### src/rtl/burst_col_pkg.sv
package burst_col_pkg;

    typedef enum logic {
        ST_IDLE  = 1'b0,
        ST_BURST = 1'b1
    } gen_state_t;

endpackage

### src/rtl/burst_mode_reg.sv
module burst_mode_reg #(
    parameter int CODE_W = 2
) (
    input  logic              clk,
    input  logic              rst_n,
    input  logic              cfg_we,
    input  logic [CODE_W-1:0] cfg_len_code,
    input  logic              cfg_interleave,
    output logic [CODE_W-1:0] mode_len_code,
    output logic              mode_interleave
);

    // Holds the programmed length and ordering until the next write
    always_ff @(posedge clk or negedge rst_n) begin
        if (!rst_n) begin
            mode_len_code   <= '0;
            mode_interleave <= 1'b0;
        end else if (cfg_we) begin
            mode_len_code   <= cfg_len_code;
            mode_interleave <= cfg_interleave;
        end
    end

endmodule

### src/rtl/burst_beat_fsm.sv
module burst_beat_fsm
    import burst_col_pkg::*;
#(
    parameter int COL_W  = 11,
    parameter int BEAT_W = 3,
    parameter int CODE_W = 2
) (
    input  logic              clk,
    input  logic              rst_n,
    input  logic              cmd_start,
    input  logic [COL_W-1:0]  cmd_col,
    input  logic              burst_stop,
    input  logic [CODE_W-1:0] mode_len_code,
    input  logic              mode_interleave,
    output logic              busy,
    output logic              final_beat,
    output logic [BEAT_W-1:0] beat_idx,
    output logic [BEAT_W-1:0] beat_mask,
    output logic [COL_W-1:0]  base_col,
    output logic              ord_interleave
);

    gen_state_t        state_q, state_d;
    logic [BEAT_W-1:0] mask_new;
    logic              at_end;

    // Mask of the low column bits that move within a burst
    always_comb begin
        for (int i = 0; i < BEAT_W; i++) begin
            mask_new[i] = (i < int'(mode_len_code));
        end
    end

    assign at_end = (beat_idx == beat_mask) || burst_stop;

    // Next-state logic
    always_comb begin
        state_d = state_q;
        unique case (state_q)
            ST_IDLE: begin
                if (cmd_start) state_d = ST_BURST;
            end
            ST_BURST: begin
                if (cmd_start)   state_d = ST_BURST;
                else if (at_end) state_d = ST_IDLE;
                else             state_d = ST_BURST;
            end
            default: state_d = ST_IDLE;
        endcase
    end

    // State register
    always_ff @(posedge clk or negedge rst_n) begin
        if (!rst_n) state_q <= ST_IDLE;
        else        state_q <= state_d;
    end

    // Burst context: captured at start, beat index advanced each cycle
    always_ff @(posedge clk or negedge rst_n) begin
        if (!rst_n) begin
            beat_idx       <= '0;
            beat_mask      <= '0;
            base_col       <= '0;
            ord_interleave <= 1'b0;
        end else if (cmd_start) begin
            beat_idx       <= '0;
            beat_mask      <= mask_new;
            base_col       <= cmd_col;
            ord_interleave <= mode_interleave;
        end else if (state_q == ST_BURST && !at_end) begin
            beat_idx <= beat_idx + 1'b1;
        end
    end

    // Outputs
    always_comb begin
        busy       = (state_q == ST_BURST);
        final_beat = (state_q == ST_BURST) && at_end;
    end

endmodule

### src/rtl/burst_col_map.sv
module burst_col_map #(
    parameter int COL_W  = 11,
    parameter int BEAT_W = 3
) (
    input  logic [COL_W-1:0]  base_col,
    input  logic [BEAT_W-1:0] beat_idx,
    input  logic [BEAT_W-1:0] beat_mask,
    input  logic              ord_interleave,
    output logic [COL_W-1:0]  col_out
);

    logic [BEAT_W-1:0] start_low, seq_low, xor_low, low_out;

    assign start_low = base_col[BEAT_W-1:0];
    assign seq_low   = start_low + beat_idx;
    assign xor_low   = start_low ^ beat_idx;

    // Bits inside the burst block follow the ordering, the rest hold
    for (genvar b = 0; b < BEAT_W; b++) begin : g_low
        assign low_out[b] = beat_mask[b] ? (ord_interleave ? xor_low[b] : seq_low[b])
                                         : start_low[b];
    end

    assign col_out = {base_col[COL_W-1:BEAT_W], low_out};

endmodule

### src/rtl/burst_col_gen.sv
module burst_col_gen #(
    parameter int COL_W  = 11,
    parameter int BEAT_W = 3,
    localparam int CODE_W = $clog2(BEAT_W + 1)
) (
    input  logic              clk,
    input  logic              rst_n,
    input  logic              cfg_we,
    input  logic [CODE_W-1:0] cfg_len_code,
    input  logic              cfg_interleave,
    input  logic              cmd_start,
    input  logic [COL_W-1:0]  cmd_col,
    input  logic              burst_stop,
    output logic              col_valid,
    output logic [COL_W-1:0]  col_out,
    output logic              last_beat
);

    logic [CODE_W-1:0] mode_len_code;
    logic              mode_interleave;
    logic [BEAT_W-1:0] beat_idx, beat_mask;
    logic [COL_W-1:0]  base_col;
    logic              ord_interleave;

    burst_mode_reg #(.CODE_W(CODE_W)) u_mode (
        .clk             (clk),
        .rst_n           (rst_n),
        .cfg_we          (cfg_we),
        .cfg_len_code    (cfg_len_code),
        .cfg_interleave  (cfg_interleave),
        .mode_len_code   (mode_len_code),
        .mode_interleave (mode_interleave)
    );

    burst_beat_fsm #(.COL_W(COL_W), .BEAT_W(BEAT_W), .CODE_W(CODE_W)) u_fsm (
        .clk             (clk),
        .rst_n           (rst_n),
        .cmd_start       (cmd_start),
        .cmd_col         (cmd_col),
        .burst_stop      (burst_stop),
        .mode_len_code   (mode_len_code),
        .mode_interleave (mode_interleave),
        .busy            (col_valid),
        .final_beat      (last_beat),
        .beat_idx        (beat_idx),
        .beat_mask       (beat_mask),
        .base_col        (base_col),
        .ord_interleave  (ord_interleave)
    );

    burst_col_map #(.COL_W(COL_W), .BEAT_W(BEAT_W)) u_map (
        .base_col       (base_col),
        .beat_idx       (beat_idx),
        .beat_mask      (beat_mask),
        .ord_interleave (ord_interleave),
        .col_out        (col_out)
    );

endmodule

### config.mk
export PLATFORM = sky130hd
export DESIGN_NAME = burst_col_gen
export DESIGN_NICKNAME = d
export VERILOG_FILES = /design/src/rtl/burst_col_pkg.sv /design/src/rtl/burst_mode_reg.sv /design/src/rtl/burst_beat_fsm.sv /design/src/rtl/burst_col_map.sv /design/src/rtl/burst_col_gen.sv
export SDC_FILE = /design/constraint.sdc
export NUM_CORES = 1
export LEC_CHECK = 0
export ABC_AREA = 1
export BUFFER_PORTS_ARGS = -buffer_cell sky130_fd_sc_hd__buf_2
export CAP_MARGIN = 20
export CELL_PAD_IN_SITES_DETAIL_PLACEMENT = 0
export CELL_PAD_IN_SITES_GLOBAL_PLACEMENT = 2
export CORE_MARGIN = 1.5
export CORE_UTILIZATION = 26
export DETAILED_ROUTE_END_ITERATION = 12
export PLACE_DENSITY_LB_ADDON = 0.08
export SLEW_MARGIN = 20
export SYNTH_ARGS = -nofsm -noshare
export SYNTH_HDL_FRONTEND = slang
export SYNTH_HIERARCHICAL = 1
export SYNTH_SLANG_ARGS = --single-unit
### constraint.sdc
create_clock -name clk -period 1.4 [get_ports clk]
set_input_delay 0.21 -clock clk [delete_from_list [all_inputs] [get_ports clk]]
set_output_delay 0.21 -clock clk [all_outputs]
set_load 0.1 [all_outputs]
==> metrics.cfg, run 1 <==
[outcome]
status = finished, violations left
violations = negative setup slack

[sta]
max_freq_mhz = 502
hold_slack_ns = 0.146
fin_crit_ns = 1.99
setup-violations-final = 4
rsz0062_at_grt = yes
tightest_slew_ns = 0.502
slew_violations = 0
slew_headroom_pct = 66.6
finalCritPeriodShare_pct = 142
hold_viol_final = 0
skew_ns = 0.00152
worst_slack_ns = -0.592

[drt]
drt_iter0_markers = 30
dr.pass1.iters = 4
routed_wirelength_um = 2310
ant_nets = 0
vias = 896
drt-vias-per-instance = 4.02
routedWlPerCell_um = 10.4
route.detailed.drc = 0

[power_and_ir_drop]
ir_drop_v = 0.000420
pwr_density_cell_mw_per_mm2 = 1420
fin_total_pwr_w = 0.00215
power_leakage_nw = 0.823

[place]
gp_congestion = 0.774
post-dp-hpwl_um = 1700
port_buffers = 31

[floorplan]
core_area_sq_mm = 0.00409
io_pins = 32
start_util_pct = 27.6
fp.dieW_um = 68.8
die_area_sq_mm = 0.00474
rows = 23
fp.dieH_um = 68.8

[synthesis]
synth_xor_xnor_area_share_pct = 1.55
muxShareOfSynthArea_pct = 0.999
synth_cell_types = 21
synth.avg_cell_area_sq_um = 8.17
syn_inst = 138
synth_compound_area_share_pct = 3.55
synthAdderAreaFrac_pct = 5.11
synth_fp_nets = 161
ys_warn_count = 6
syn_area_sq_mm = 0.00113
yosysSeqAreaShare_pct = 48.8
synth_top_family_by_area = simple AND/OR/NAND/NOR gates
synthSimpleGateAreaFrac_pct = 29.4
ys_ff_latch = 22

[worst_setup_path]
cp.required_ns = 1.19
path_class = reg -> out
cp-startpoint = u_fsm/base_col[0]
start_kind = flip-flop
worst_setup_path_end_kind = primary output
crit_family = adder cells
cp_slowest_cell = fa_2
max_stage_delay_ns = 0.41
crit_chain = ha_2, inv_2, fa_2, o21ai_1, nand2_1, o21ai_4, buf_12
cp.arrival_ns = 1.78
cp_max_fo = 2
r2r_start = u_fsm/beat_idx[0]
r2r_setup_slack_ns = 0.07
path_buf_inv = 2

[cells_and_area]
fin_nets = 197
area_delta_synth_final_pct = 35.0
final_common_cell = nand2_1
drive_gt1_share_pct = 35.3
final_cell_mix = 63 x nand2_1, 27 x buf_2, 21 x dfrtp_1
num_antenna_cells = 0

[cts]
clk_pin_slew_ns = 0.08
numCtsBuffers = 3
h-tree-depth = 1
cts_buffer_depth = 2
clock-sinks = 22
worstSkewPairLatency_ns = 0.25
cts_tree = yes
cts_root_buf = clkbuf_8

[grt]
antenna_found_initial = 0
grt_overflow = 0
grt_pass1_wl_um = 3970
first_global_vias = 876
track_usage_pct = 11.3
grt_max_degree = 23

[worst_hold_path]
holdCritPathClass = in -> reg
min_from = cmd_col[8]

[run]
drv_cap = 0

==> area by class of cell <==
type | instances | area (sq um)
well taps | 50 | 62.6
flip-flops and latches | 22 | 552
fillers | 440 | 2560
clock buffers | 4 | 55.1
inverters | 12 | 45.0
repair buffers | 42 | 308
multi-input cells | 93 | 499
==> where the power goes <==
part	leakage, nW	switching [W]	internal, W	total (W)
Clock	0.0288	0.000199	0.000250	0.000449
Sequential	0.271	0.0000567	0.000707	0.000763
Combinational	0.524	0.000617	0.000325	0.000942
==> stage by stage <==
| step | cell area [sq um] | setup WS, ns | setup TNS [ns] | cells | util, % |
|---|---|---|---|---|---|
| after floorplan | 1160 | -0.337 | -0.870 | 138 | - |
| after detailed placement | 1430 | -0.330 | -0.644 | 216 | 34.9 |
| after CTS | 1500 | -0.623 | -1.72 | 222 | 36.8 |
| after global routing | 1520 | -0.682 | -1.96 | 223 | 37.2 |
| after global placement | 1430 | -0.296 | -0.582 | 216 | 34.9 |
| final | 1520 | -0.592 | -1.60 | 223 | 37.2 |
==> logic make-up (layout without fill, tap and decap cells) <==
kind of cell             Yosys count  after routing
AO/OA/AOI/OAI                      7              7
XOR/XNOR                           2              2
adder cells (fa/ha/maj)            4              4
buffers and inverters             23             58
AND/OR/NAND/NOR                   79             79
multiplexers                       1              1
flip-flops                        22             22
==> per-layer routing <==
| metal | routed length, um | track usage (%) |
|---|---|---|
| met2 | 1090 | 17.4 |
| met1 | 1130 | 16.0 |
| met5 | 0 | 0 |
| met4 | 17 | 3.68 |
| met3 | 77 | 1.95 |
==> what timing repair did <==
action / in CTS / in global routing
hold buffers: 1 / 0
pin swaps: 4 / 6
buffers inserted: 1 / 1
resized for setup: 2 / 4
hold endpoints to repair: 22 / 0
setup endpoints to repair: 4 / 7
==> state kept, by name, indices dropped and copies added, names as in the netlist <==
register and count:
u_mode/mode_interleave 1, u_fsm/busy 1, u_fsm/ord_interleave 1, u_mode/mode_len_code 2, u_fsm/beat_mask 3, u_fsm/base_col 11, u_fsm/beat_idx 3
==> cells in the mapped netlist <==
cell	n	area [sq um]
a21boi_0	1	7.51
buf_2	2	10.0
buf_4	8	60.1
clkbuf_1	1	3.75
dfrtp_1	22	551
fa_1	1	20.0
ha_1	3	37.5
inv_1	10	37.5
inv_2	2	7.51
mux2_2	1	11.3
nand2_1	65	244
nand2_2	1	6.26
nand2_4	1	11.3
nand3_1	5	25.0
nand3_4	1	17.5
nand4_1	1	6.26
nor2_1	4	15.0
nor2_2	1	6.26
o21ai_0	5	25.0
o21bai_1	1	7.51
xnor2_1	2	17.5
==> worst min-delay path, cell delays in order <==
cell and delay [ns]:
buf_2 0.07, nand2_1 0.04, nand2_1 0.05
==> worst paths after layout <==
check / to / cells past startpoint
setup / recovery: col_out[1] / 7
hold / removal: u_fsm/base_col[8] / 3
setup reg to reg: u_fsm/beat_idx[0] / 10
hold reg to reg: u_fsm/base_col[10] / 2
max in group asynchronous: u_fsm/busy / 2
min in group asynchronous: u_mode/mode_interleave / 2
No activity file was read; power rests on OpenSTA's default activity.
==> inputs of run 2 (changes only) <==
--- a/config.mk
+++ b/config.mk
@@ -11,7 +11,7 @@
 export CELL_PAD_IN_SITES_DETAIL_PLACEMENT = 0
 export CELL_PAD_IN_SITES_GLOBAL_PLACEMENT = 2
 export CORE_MARGIN = 1.5
-export CORE_UTILIZATION = 26
+export CORE_UTILIZATION = 25
 export DETAILED_ROUTE_END_ITERATION = 12
 export PLACE_DENSITY_LB_ADDON = 0.08
 export SLEW_MARGIN = 20
==> metrics.cfg, run 2 (synthesized netlist as in run 1, its figures left out) <==
[cells_and_area]
area_delta_synth_final_pct = 37.4
multi_input_area_sq_um = 515
drive_gt1_share_pct = 35.8
largest_reg_flops = 11
num_antenna_cells = 0
post-route-util_pct = 35.6
seq_area_sq_um = 552
fin_nets = 197
fillers = 463
final_cells = 225
largest_register = u_fsm/base_col
final_common_cell = nand2_1
final_cell_mix = 62 x nand2_1, 27 x buf_2, 21 x dfrtp_1
reg_top3 = u_fsm/base_col (11), u_fsm/beat_idx (3), u_fsm/beat_mask (3)

[sta]
slew_headroom_pct = 66.8
worst_slack_ns = -0.599
skew_ns = 0.00366
fin_crit_ns = 2.00
setup-violations-final = 6
hold_viol_final = 0
max_freq_mhz = 500
finalCritPeriodShare_pct = 143
rsz0062_at_grt = yes
tightest_slew_ns = 0.498
slew_violations = 0

[drt]
vias = 931
routed_wirelength_um = 2530
ant_nets = 0
drt-vias-per-instance = 4.14
route.detailed.drc = 0
dr.pass1.iters = 4
routedWlPerCell_um = 11.2
drt_iter0_markers = 29

[floorplan]
fp.dieW_um = 70.2
start_util_pct = 25.9
io_pins = 32
core_area_sq_mm = 0.00435
rows = 24
fp.dieH_um = 70.2
die_area_sq_mm = 0.00492

[cts]
cts_tree = yes
cts_buffer_depth = 2
numCtsBuffers = 3
clk_pin_slew_ns = 0.08
cts_root_buf = clkbuf_8
h-tree-depth = 1
clock-sinks = 22
worstSkewPairLatency_ns = 0.26

[worst_setup_path]
cp_max_fo = 2
worst_setup_path_end_kind = primary output
path_class = reg -> out
cp.required_ns = 1.19
cp.arrival_ns = 1.79
start_kind = flip-flop

[grt]
grt_max_degree = 23
track_usage_pct = 10.9
antenna_found_initial = 0
grt_pass1_wl_um = 4220
grt_overflow = 0
first_global_vias = 933

[power_and_ir_drop]
fin_total_pwr_w = 0.00232
pwr_density_cell_mw_per_mm2 = 1490
power_leakage_nw = 0.831
ir_drop_v = 0.000414

[worst_hold_path]
holdCritPathClass = in -> reg

[run]
drv_cap = 0

[outcome]
status = finished, violations left
violations = negative setup slack

[place]
port_buffers = 31
place_ws_ns = -0.321
post-dp-hpwl_um = 1790
placed_cells = 218
gp_congestion = 0.756

==> run 2: cell count changes in the layout (fill, tap and decap cells not counted), sizes merged <==
cell    before  now
bufinv       0    1
clkbuf       4    3
==> run 2: where the power goes <==
| group | switching, W | internal (W) | total [W] |
|---|---|---|---|
| Clock | 0.000215 | 0.000382 | 0.000597 |
| Sequential | 0.0000604 | 0.000706 | 0.000767 |
| Combinational | 0.000627 | 0.000326 | 0.000952 |
| Total | 0.000901 | 0.00141 | 0.00232 |
==> run 2: metal layers <==
layer | vias to the layer above | wire length [um] | track usage [%]
met4 | 0 | 19 | 4.49
met1 | 432 | 1200 | 14.3
met2 | 18 | 1220 | 17.7
met3 | 2 | 80 | 2.16
li1 | 479 | - | -
met5 | - | 0 | 0
==> run 2: what timing repair did <==
action / CTS / global route
buffers inserted: 0 / 2
endpoints found under the hold margin: 22 / 0
resized for setup: 2 / 4
pin swaps: 4 / 3
setup endpoints to repair: 4 / 4
hold buffers: 1 / 0
==> run 2: area by class of cell <==
| cell class | count | share of cell area (%) |
|---|---|---|
| flip-flops and latches | 22 | 35.6 |
| multi-input cells | 93 | 33.3 |
| repair buffers | 42 | 19.4 |
| well taps | 52 | 4.20 |
| inverters | 12 | 2.91 |
| clock buffers | 3 | 2.67 |
| clock inverters | 1 | 1.94 |
==> run 2: final timing paths <==
| path | cells after the start | start | slack (ns) | to |
|---|---|---|---|---|
| worst min register to register | 2 | u_fsm/base_col[6] | 0.47 | u_fsm/base_col[6] |
| worst max-delay path | 8 | u_fsm/beat_idx[0] | -0.60 | col_out[2] |
| max in group asynchronous | 2 | rst_n | 0.59 | u_fsm/busy |
| min in group asynchronous | 2 | rst_n | 0.44 | u_fsm/base_col[2] |
| worst min-delay path | 3 | cmd_col[8] | 0.14 | u_fsm/base_col[8] |
| worst max register to register | 10 | u_fsm/beat_idx[0] | -0.01 | u_fsm/beat_idx[1] |
==> run 2: critical path, cell delays in order, from the launching register on <==
cell      delay (ns)
dfrtp_1         0.41
ha_4            0.15
inv_2           0.03
fa_2            0.33
o21bai_1        0.18
nand3_1         0.11
nand2_2         0.09
nand2_4         0.05
buf_12          0.16
==> run 2: per-stage QoR <==
stage / cell area (sq um) / setup TNS (ns) / hold WS (ns)
4_1_cts: 1520 / -1.71 / 0.130
5_1_grt: 1550 / -2.57 / 0.126
3_5_place_dp: 1430 / -0.628 / 0.220
2_1_floorplan: 1160 / -0.870 / -0.0856
6_report: 1550 / -1.76 / 0.141
3_3_place_gp: 1430 / -0.582 / 0.219
